===== config.mk =====
export PLATFORM = sky130hd
export DESIGN_NAME = slowbus_bridge
export DESIGN_NICKNAME = d
export VERILOG_FILES = /design/src/rtl/slowbus_bridge.sv
export SDC_FILE = /design/constraint.sdc
export NUM_CORES = 1
export LEC_CHECK = 0
export ABC_AREA = 1
export BUFFER_PORTS_ARGS = -buffer_cell sky130_fd_sc_hd__buf_2
export CORE_AREA = 2 2 47 49
export CTS_CLUSTER_DIAMETER = 80
export CTS_CLUSTER_SIZE = 24
export DETAILED_ROUTE_END_ITERATION = 12
export DIE_AREA = 0 0 49 51
export PLACE_DENSITY = 0.56
export SLEW_MARGIN = 20
export SYNTH_ARGS = -nofsm -noshare
export SYNTH_HDL_FRONTEND = slang
export SYNTH_SLANG_ARGS = --single-unit

===== constraint.sdc =====
create_clock -name clk -period 1.2 [get_ports clk]
set_input_delay 0.24 -clock clk [delete_from_list [all_inputs] [get_ports clk]]
set_output_delay 0.24 -clock clk [all_outputs]
set_load 0.01 [all_outputs]

===== src/rtl/slowbus_bridge.sv =====
module slowbus_bridge #(
  parameter int NPER     = 3,
  parameter int STRB_LEN = 3
) (
  input  logic            clk,
  input  logic            rst_n,
  input  logic            as_n,
  input  logic            rw,
  input  logic [NPER-1:0] sel,
  output logic [NPER-1:0] per_cs_n,
  output logic            per_rd_n,
  output logic            per_wr_n,
  output logic            dtack_n,
  output logic            buf_oe_n,
  output logic            buf_dir,
  output logic            clk_div2,
  output logic            clk_div3,
  output logic            clk_div4
);

  localparam int CW = (STRB_LEN > 1) ? $clog2(STRB_LEN) : 1;

  typedef enum logic [1:0] {ST_IDLE, ST_SETUP, ST_STRB, ST_ACK} st_t;

  st_t             st;
  logic [CW-1:0]   len_q;
  logic [NPER-1:0] cs_q;
  logic            rd_q;
  logic [1:0]      div_q;
  logic [1:0]      d3_q;
  logic            d3_neg_q;
  logic [NPER-1:0] pick;
  logic            tick;

  // Oscillator dividers: one two-bit counter serves /2 and /4.
  always_ff @(posedge clk or negedge rst_n)
    if (!rst_n) div_q <= '0;
    else        div_q <= div_q + 2'd1;

  assign clk_div2 = div_q[0];
  assign clk_div4 = div_q[1];
  assign tick     = div_q[0];

  // /3 at 50%: a rising-edge modulo-3 counter plus a falling-edge copy, ORed.
  always_ff @(posedge clk or negedge rst_n)
    if (!rst_n)              d3_q <= '0;
    else if (d3_q == 2'd2)   d3_q <= '0;
    else                     d3_q <= d3_q + 2'd1;

  always_ff @(negedge clk or negedge rst_n)
    if (!rst_n) d3_neg_q <= 1'b0;
    else        d3_neg_q <= (d3_q == 2'd0);

  assign clk_div3 = (d3_q == 2'd0) | d3_neg_q;

  // Lowest-numbered active select wins.
  always_comb begin
    pick = '0;
    for (int i = NPER-1; i >= 0; i--)
      if (sel[i]) pick = NPER'(1) << i;
  end

  always_ff @(posedge clk or negedge rst_n) begin
    if (!rst_n) begin
      st    <= ST_IDLE;
      len_q <= '0;
      cs_q  <= '0;
      rd_q  <= 1'b0;
    end else if (tick) begin
      unique case (st)
        ST_IDLE:
          if (!as_n && (|sel)) begin
            st   <= ST_SETUP;
            cs_q <= pick;
            rd_q <= rw;
          end
        ST_SETUP: begin
          st    <= ST_STRB;
          len_q <= CW'(STRB_LEN-1);
        end
        ST_STRB:
          if (len_q == '0) st <= ST_ACK;
          else             len_q <= len_q - 1'b1;
        ST_ACK:
          if (as_n) st <= ST_IDLE;
        default: st <= ST_IDLE;
      endcase
    end
  end

  assign per_cs_n = (st == ST_IDLE) ? '1 : ~cs_q;
  assign per_rd_n = !((st == ST_STRB) &&  rd_q);
  assign per_wr_n = !((st == ST_STRB) && !rd_q);
  assign dtack_n  = (st != ST_ACK);
  assign buf_oe_n = (st == ST_IDLE);
  assign buf_dir  = (st != ST_IDLE) && rd_q;

endmodule


# Word-level counts from Yosys, hierarchy flattened
# Cells that the tools add are included.
# W data, S select, Z words.
# totals
ff_bits,13
latchBits,0
mem_bits_rw,0
romBits,0
in_bits,7
output_inout_bits,11
word_cells,49
memories,0
# classes
addsub,3
multipliers,0
div,0
n_lt_le_gt_ge,0
eq_ne,9
shift,0
n_mux,11
n_bitwise,2
n_reduce_logical,17
# ops
operator,count
$mux W3,4
$mux W2,5
$ne A2 B2 Y1 const B,4
$pmux W2 S4,1
$eq A2 B2 Y1 const B,3
$logic_not A2 Y1,3
$reduce_and A3 Y1,2
$add A2 B1 Y2 const B,2
$logic_and A1 B1 Y1,4
$logic_not A1 Y1,4
$pmux W2 S2,1
$reduce_and A4 Y1,1
$reduce_bool A2 Y1,2
$not A3 Y3,1
$reduce_or A3 Y1,1
$eq A2 B1 Y1 const B,1
$ne A2 B1 Y1 const B,1
$sub A2 B1 Y2 const B,1
$or A1 B1 Y1,1

# Logic depth before layout (Yosys ltp)
# Gate-level depths: netlist (run 1).
# depth
ltp_word,4
mapped_depth,9
mapped_depth_nobuf,9

==> out/metrics.yaml, run 1 <==
status: "finished with violations"
violations: "setup timing"
syn-num-nets: 93
synth_xor_area_share_pct: 1.32
antenna_found_initial: 0
synthMuxAreaShare_pct: 0
initial_core_util_pct: 32.1
wirelength_met1_um: 623
worst-path-buf-inv: 1
placed_cells: 131
highest_layer: "met4"
grt_setup_unrepaired: "true"
synthesis.area_um2: 663
synth_area_per_cell_um2: 8.29
path_cells: "or2_4, buf_6"
met3WireLength_um: 50
synth_compound_area_share_pct: 5.47
fp-row-count: 17
cts_tree: "built"
syn_inst: 80
grt_start_max_net_pins: 13
end_kind: "output pin"
crit_end: "clk_div3"
leakage_nw: 0.569
vdd_drop_max_uv: 1130
clockBufferDepth: 2
r2r_cells: 6
ys_types: 15
final_common_cell: "nand2_1"
cp.required_ns: 0.96
ctsRootBufferMaster: "clkbuf_4"
drive_above_1_share_pct: 53.0
place_congestion: 0.735
grt_pass1_wl_um: 2370
dieArea_mm2: 0.00250
cp_top_family: "flip-flops"
crit_cells: 2
final_cells: 145
clk_pin_slew_ns: 0.08
die_y_um: 51
finalHoldViolations: 0
io_pins: 18
timing.setup.tns_ns: -2.67
tightest_slew_ns: 0.203
clock-sinks: 13
min_path_type: "in -> reg"
nets: 131
clk_latency_ns: 0.27
htreeDepth: 1
reg2reg_slack_ns: -0.10
r2r_end: "st[0]$_DFFE_PN0P_"
fin_ws_ns: -0.583
overflow: 0
yosysWarnings: 0
portBuffers: 17
p_per_area_mw_per_mm2: 2340
holdWs_ns: 0.211
drtIter0Drc: 1
syn_to_final_growth_pct: 64.0
cp-start-kind: "flop"
remaining_drc_errors: 0
max_stage_delay_ns: 0.33
setup.worst_path.class: "reg -> out"
cp_max_fo: 1
drtPass1Iterations: 4
num_vias: 623
drv_cap: 0
slew_violations: 0
ant_nets: 0
finClkSkew_ns: 0.00611
antennaDiodeCount: 0
critical_path.startpoint: "d3_neg_q$_DFF_NN0_"
wire_per_inst_um: 10.2
route.met2.wl_um: 786
synth_fa_ha_area_share_pct: 11.3
dp_hpwl_um: 987
grt_use_total_pct: 12.7
slew_headroom_pct: 86.4
die_w_um: 49
timing.rr.start: "st[1]$_DFFE_PN0P_"
ys_seq_elements: 13
wirelength_um: 1470
synth_sequential_area_ratio_pct: 49.1
layout_common_cells: "nand2_1, buf_2, dfrtp_1, buf_6"
slowest_stage: "dfrtn_1"
finalSetupViolCount: 13
synth-simple-area-share_pct: 24.3
coreArea_mm2: 0.00206
grt_pass1_vias: 563
worst_ep_arrival_time_ns: 1.54
synth_top_family_by_area: "simple AND/OR/NAND/NOR gates"
p_total_mw: 2.54
avgViaCountPerCell: 4.30
cts_made_buffers: 3
==> synthesized netlist by cell type <==
library cell  count  area share, %
nand3_1           4            3.0
dfrtp_1          12             45
o21ai_2           1            1.3
inv_1            15            8.5
xor2_1            1            1.3
nand2_1          25             14
o31ai_1           1            1.1
ha_1              6             11
o21ai_1           2            1.5
nand2_2           1           0.94
dfrtn_1           1            3.8
or2_2             2            1.9
nor2_2            1           0.94
a21oi_1           2            1.5
nor2_1            6            3.4
==> layer usage <==
layer	vias up	global-route usage (%)
met5	-	0
met1	292	15.5
met4	0	4.29
li1	317	-
met2	12	22.4
met3	2	2.63
==> power breakdown <==
group / internal (mW) / leakage, nW / switching [mW]
logic: 0.819 / 0.402 / 0.791
clock network: 0.128 / 0.0150 / 0.142
registers: 0.567 / 0.153 / 0.0936
total: 1.51 / 0.569 / 1.03
==> worst min-delay path by stage <==
stage	startpoint	slack, ns	to	cells past startpoint
after floorplan	rst_n	-0.06	cs_q[0]$_DFFE_PN0P_	0
after global placement	rst_n	0.22	d3_q[1]$_DFF_PN0_	2
after detailed placement	rst_n	0.22	d3_q[1]$_DFF_PN0_	2
after CTS	rw	0.20	rd_q$_DFFE_PN0P_	3
after global routing	rw	0.24	rd_q$_DFFE_PN0P_	3
final	rw	0.21	rd_q$_DFFE_PN0P_	3
==> final cells by class <==
cell class | count | area (um^2)
fillers | 204 | 976
flip-flops and latches | 13 | 327
repair buffers | 33 | 255
inverters | 15 | 61.3
clock buffers | 4 | 26.3
multi-input cells | 52 | 383
well taps | 28 | 35.0
==> stage by stage <==
stage	setup WS (ns)	utilization, %	area (um^2)
CTS	-0.590	49.1	1010
floorplan	-0.174	-	671
global placement	-0.287	40.5	836
global route	-0.608	52.7	1090
finish	-0.583	52.7	1090
detailed placement	-0.296	40.5	836
==> registers in the layout (all words and copies together) (netlist names) <==
name,count
st,2
len_q,2
cs_q,3
rd_q,1
d3_q,2
div_q,2
d3_neg_q,1
==> cell families (layout without fill, tap and decap cells) <==
group	after synthesis	count (layout)
adder cells (fa/ha/maj)	6	6
XOR/XNOR	1	1
AO/OA/AOI/OAI	6	6
flip-flops	13	13
buffers and inverters	15	52
AND/OR/NAND/NOR	39	39
==> worst register-to-register path, stage by stage, from the launching register on <==
cell and delay [ns]:
dfrtp_1 0.43, buf_6 0.14, ha_4 0.18, buf_6 0.12, or2_4 0.22, nand3_2 0.07
nand2_1 0.05
==> repair_timing <==
action | in CTS | in global routing
endpoints found under the setup margin | 17 | 18
hold endpoints to repair | 12 | 0
gates resized for setup | 26 | 15
buffers inserted | 5 | 4
hold buffers | 1 | 0
pin swaps | 7 | 10
Power figures use the tool's default switching activity.
==> run 2: changes to the inputs <==
Settings changed: SETUP_SLACK_MARGIN from default to 0.5.
==> out/metrics.yaml, run 2 (synthesized netlist as in run 1, its figures left out) <==
power_frac_clock_pct: 8.8  # -1.9 points
timing.rr.start: "d3_q[0]$_DFF_PN0_"
finalSetupViolCount: 17  # +4
cp_max_fo: 1  # unchanged
layout_common_cells: "buf_6, nand2_2, dfrtp_1, inv_1, buf_4"
grt_setup_unrepaired: "true"
setup.worst_path.class: "reg -> out"
p_int_mw: 1.73  # +14%
fin_ws_ns: -0.574  # +0.00891 ns
ctsRootBufferMaster: "clkbuf_4"
die_y_um: 51  # unchanged
p_total_mw: 2.95  # +16%
largest_register_ffs: 3  # unchanged
drtPass1Iterations: 5  # +1
remaining_drc_errors: 0  # unchanged
wirelength_um: 1610  # +9.4%
cp-start-kind: "flop"
end_kind: "output pin"
finClkSkew_ns: 0.00778  # +0.00166 ns
hp-start: "rw"
swShare_pct: 41.3  # +0.95 points
top_register: "cs_q"
p_per_area_mw_per_mm2: 2380  # +1.8%
fp-row-count: 17  # unchanged
final_common_cell: "buf_6"
drtIter0Drc: 7  # +6
die_w_um: 49  # unchanged
htreeDepth: 1  # unchanged
min_path_type: "in -> reg"
critical_path.startpoint: "d3_neg_q$_DFF_NN0_"
violations: "setup timing"
tightest_slew_ns: 0.187  # -0.0162 ns
clock-sinks: 13  # unchanged
num_vias: 647  # +3.9%
cts_made_buffers: 3  # unchanged
avgViaCountPerCell: 4.37  # +1.7%
drive_above_1_share_pct: 66.7  # +14 points
grt_use_total_pct: 14.5  # +1.8 points
slew_violations: 0  # unchanged
finalHoldViolations: 0  # unchanged
drv_cap: 0  # unchanged
comb_power_share_pct: 67.8  # +4.5 points
place_congestion: 0.727  # -1.2%
dieArea_mm2: 0.00250  # unchanged
grt_pass1_vias: 654  # +16%
nets: 134  # +2.3%
fin_util_pct: 60.1  # +7.4 points
leakage_nw: 0.628  # +10%
overflow: 0  # unchanged
dp_hpwl_um: 1050  # +6.2%
antenna_found_initial: 0  # unchanged
io_pins: 18  # unchanged
initial_core_util_pct: 32.1  # unchanged
clk_pin_slew_ns: 0.07  # about the same
grt_pass1_wl_um: 2720  # +15%
ant_nets: 0  # unchanged
clk_latency_ns: 0.27  # about the same
wire_per_inst_um: 10.9  # +7.2%
coreArea_mm2: 0.00206  # unchanged
p_sw_mw: 1.22  # +19%
worst_ep_arrival_time_ns: 1.53  # about the same
antennaDiodeCount: 0  # unchanged
cp.required_ns: 0.96  # about the same
syn_to_final_growth_pct: 87.0
portBuffers: 17  # unchanged
seq_power_share_pct: 23.3  # -2.7 points
clockBufferDepth: 2  # unchanged
slew_headroom_pct: 87.5  # +1.1 points
cts_tree: "built"
vdd_drop_max_uv: 1210  # +7.1%
grt_start_max_net_pins: 13  # unchanged
status: "finished with violations"
run 2: changes by cell type in the layout (fill, tap and decap cells not counted), moves of 2 or more:
cell / change
buf_6: +9
nand2_1: -9
nor2_2: +2
nor2_1: -3
buf_2: -6
nand2_4: +3
nand2_2: +6
run 2: what timing repair did:
action / 4_1_cts / 5_1_grt
pin swaps: 5 / 6
buffers inserted: 10 / 3
endpoints found under the hold margin: 12 / 0
gates resized for setup: 29 / 18
hold buffers: 1 / 0
endpoints found under the setup margin: 22 / 23
run 2: worst paths after layout:
check,slack [ns],end,cells past startpoint
setup / recovery,-0.57,clk_div3,2
hold / removal,0.22,rd_q$_DFFE_PN0P_,3
setup reg to reg,-0.20,d3_neg_q$_DFF_NN0_,3
hold reg to reg,0.45,d3_q[1]$_DFF_PN0_,1
max in group asynchronous,0.56,div_q[0]$_DFF_PN0_,3
min in group asynchronous,0.23,d3_neg_q$_DFF_NN0_,1
run 2: power by group through the flow:
stage                     logic [mW]  registers, mW  clock network, mW
final                           2.00          0.688              0.261
after floorplan                0.882          0.681                  0
after detailed placement        1.28          0.694                  0
after global routing            2.19          0.703              0.295
after CTS                       1.78          0.683              0.273
after global placement          1.25          0.687                  0
run 2: final cells by class:
type                       instances  area (um^2)
fill                             193          823
clock buffer                       4         26.3
multi-input combinational         52          448
tap                               28         35.0
timing repair buffer              36          339
sequential                        13          328
inverter                          15         63.8
run 2: metal layers:
| metal | share of wire (%) | track usage, % |
|---|---|---|
| met5 | 0 | 0 |
| met2 | 55 | 26.9 |
| met4 | 0 | 4.29 |
| met3 | 2.5 | 2.63 |
| met1 | 43 | 17.0 |
run 2: critical path: stages, from the launching register on:
cell and delay, ns:
dfrtn_1 0.33, or2_4 0.22, buf_6 0.12
run 2: through the flow:
stage	cell area (um^2)	setup slack (ns)	hold slack (ns)	instances	TNS [ns]
2_1_floorplan	746	-0.174	-0.0556	80	-0.174
3_3_place_gp	916	-0.289	0.210	130	-0.391
3_5_place_dp	916	-0.288	0.218	130	-0.551
4_1_cts	1160	-0.576	0.214	145	-2.90
5_1_grt	1240	-0.609	0.216	148	-4.07
6_report	1240	-0.574	0.221	148	-2.93
==> run 3: changes to the inputs <==
Settings changed: MAX_ROUTING_LAYER from default to met4.
==> out/metrics.yaml, run 3 (synthesized netlist as in run 1, its figures left out) <==
slew_headroom_pct: 87.6  # about the same
remaining_drc_errors: 0  # unchanged
path_cells: "or2_4, buf_6"
slowest_stage: "dfrtn_1"
grt_setup_unrepaired: "true"
min_path_cells: 3  # unchanged
r2r_cells: 3  # unchanged
slew_violations: 0  # unchanged
fp-row-count: 17  # unchanged
status: "finished with violations"
final_common_cell: "buf_6"
r2r_end: "d3_neg_q$_DFF_NN0_"
hold_end: "rd_q$_DFFE_PN0P_"
max_stage_delay_ns: 0.33  # about the same
drtIter0Drc: 6  # -1
portBuffers: 17  # unchanged
finalHoldViolations: 0  # unchanged
p_per_area_mw_per_mm2: 2380  # about the same
place_congestion: 0.735  # +1.2%
hp-start: "rw"
die_w_um: 49  # unchanged
syn_to_final_growth_pct: 87.0  # unchanged
leakage_nw: 0.628  # unchanged
violations: "setup timing"
largest_register_ffs: 3  # unchanged
grt_pass1_wl_um: 2730  # +0.26%
wirelength_um: 1610  # -0.25%
p_total_mw: 2.95  # about the same
cts_made_buffers: 3  # unchanged
reg2reg_slack_ns: -0.19  # about the same
clock-sinks: 13  # unchanged
vdd_drop_max_uv: 1210  # about the same
ctsRootBufferMaster: "clkbuf_4"
cts_tree: "built"
setup.worst_path.class: "reg -> out"
timing.setup.tns_ns: -2.91  # +0.0181 ns
num_vias: 646  # -0.15%
nets: 134  # unchanged
overflow: 0  # unchanged
wire_per_inst_um: 10.9  # -0.25%
finClkSkew_ns: 0.00755  # -0.000229 ns
initial_core_util_pct: 32.1  # unchanged
fin_area_mm2: 0.00124  # unchanged
finalSetupViolCount: 16  # -1
drv_cap: 0  # unchanged
worst-path-buf-inv: 1  # unchanged
cp_top_family: "flip-flops"
tightest_slew_ns: 0.186  # -0.000775 ns
antenna_found_initial: 0  # unchanged
grt_pass1_vias: 653  # -0.15%
avgViaCountPerCell: 4.36  # -0.15%
coreArea_mm2: 0.00206  # unchanged
timing.rr.start: "d3_q[0]$_DFF_PN0_"
grt_use_total_pct: 14.9  # +0.40 points
min_path_type: "in -> reg"
top_register: "cs_q"
drtPass1Iterations: 2  # -3
htreeDepth: 1  # unchanged
fin_ws_ns: -0.574  # +0.000159 ns
dp_hpwl_um: 1050  # unchanged
drive_above_1_share_pct: 66.7  # unchanged
fillers: 193  # unchanged
die_y_um: 51  # unchanged
dieArea_mm2: 0.00250  # unchanged
worst_ep_arrival_time_ns: 1.53  # about the same
antennaDiodeCount: 0  # unchanged
grt_start_max_net_pins: 13  # unchanged
placed_area_um2: 916  # unchanged
layout_common_cells: "buf_6, nand2_2, dfrtp_1, inv_1, buf_4"
clk_pin_slew_ns: 0.08  # about the same
ant_nets: 0  # unchanged
io_pins: 18  # unchanged
cp-start-kind: "flop"
cp.required_ns: 0.96  # about the same
clockBufferDepth: 2  # unchanged
end_kind: "output pin"
clk_latency_ns: 0.27  # about the same
cp_max_fo: 1  # unchanged
## run 3: cell counts in the layout (fill, tap and decap cells not counted)
No cell type changed its count.
## run 3: worst max-delay path by stage
stage | start | to | slack (ns) | depth (start not counted)
after floorplan | d3_neg_q$_DFF_NN0_ | clk_div3 | -0.17 | 1
after global placement | d3_neg_q$_DFF_NN0_ | clk_div3 | -0.29 | 2
after detailed placement | d3_neg_q$_DFF_NN0_ | clk_div3 | -0.29 | 2
after CTS | d3_neg_q$_DFF_NN0_ | clk_div3 | -0.58 | 2
after global routing | d3_neg_q$_DFF_NN0_ | clk_div3 | -0.61 | 2
final | d3_neg_q$_DFF_NN0_ | clk_div3 | -0.57 | 2
## run 3: where the power goes
part           total (mW)  switching (mW)  internal, mW  leakage [nW]
combinational        2.00           0.969          1.03         0.462
sequential          0.688           0.117         0.571         0.151
clock               0.262           0.134         0.128        0.0150
total                2.95            1.22          1.73         0.628
## run 3: worst reg2reg max path: stages (launching register included)
cell     delay (ns)
dfrtp_1        0.38
nor2_2         0.06
buf_4          0.13
buf_6          0.10
## run 3: through the flow
step                instances  utilization, %  hold WS [ns]  setup slack, ns
floorplan                  80               -       -0.0556           -0.174
global placement          130            44.4         0.210           -0.289
detailed placement        130            44.4         0.218           -0.288
CTS                       145            56.3         0.214           -0.576
global route              148            60.1         0.216           -0.609
finish                    148            60.1         0.218           -0.574
## run 3: area by class of cell
class	count	area [um^2]	share of cell area, %
clock buffer	4	26.3	2.12
inverter	15	63.8	5.15
multi-input combinational	52	448	36.1
sequential	13	328	26.4
tap	28	35.0	2.83
timing repair buffer	36	339	27.3
## run 3: repair_timing
action                                  in CTS  in global routing
endpoints found under the setup margin      22                 23
resized for setup                           29                 18
hold buffers                                 1                  0
setup buffers                               10                  3
hold endpoints to repair                    12                  0
pin swaps                                    5                  6
## run 3: metal layers
layer | up-vias | global-route usage, % | part of all wire, %
met3 | 2 | 2.63 | 2.7
met5 | - | - | 0
met4 | 0 | 4.29 | 0.75
met1 | 304 | 17.0 | 43
li1 | 325 | - | -
met2 | 15 | 26.9 | 54
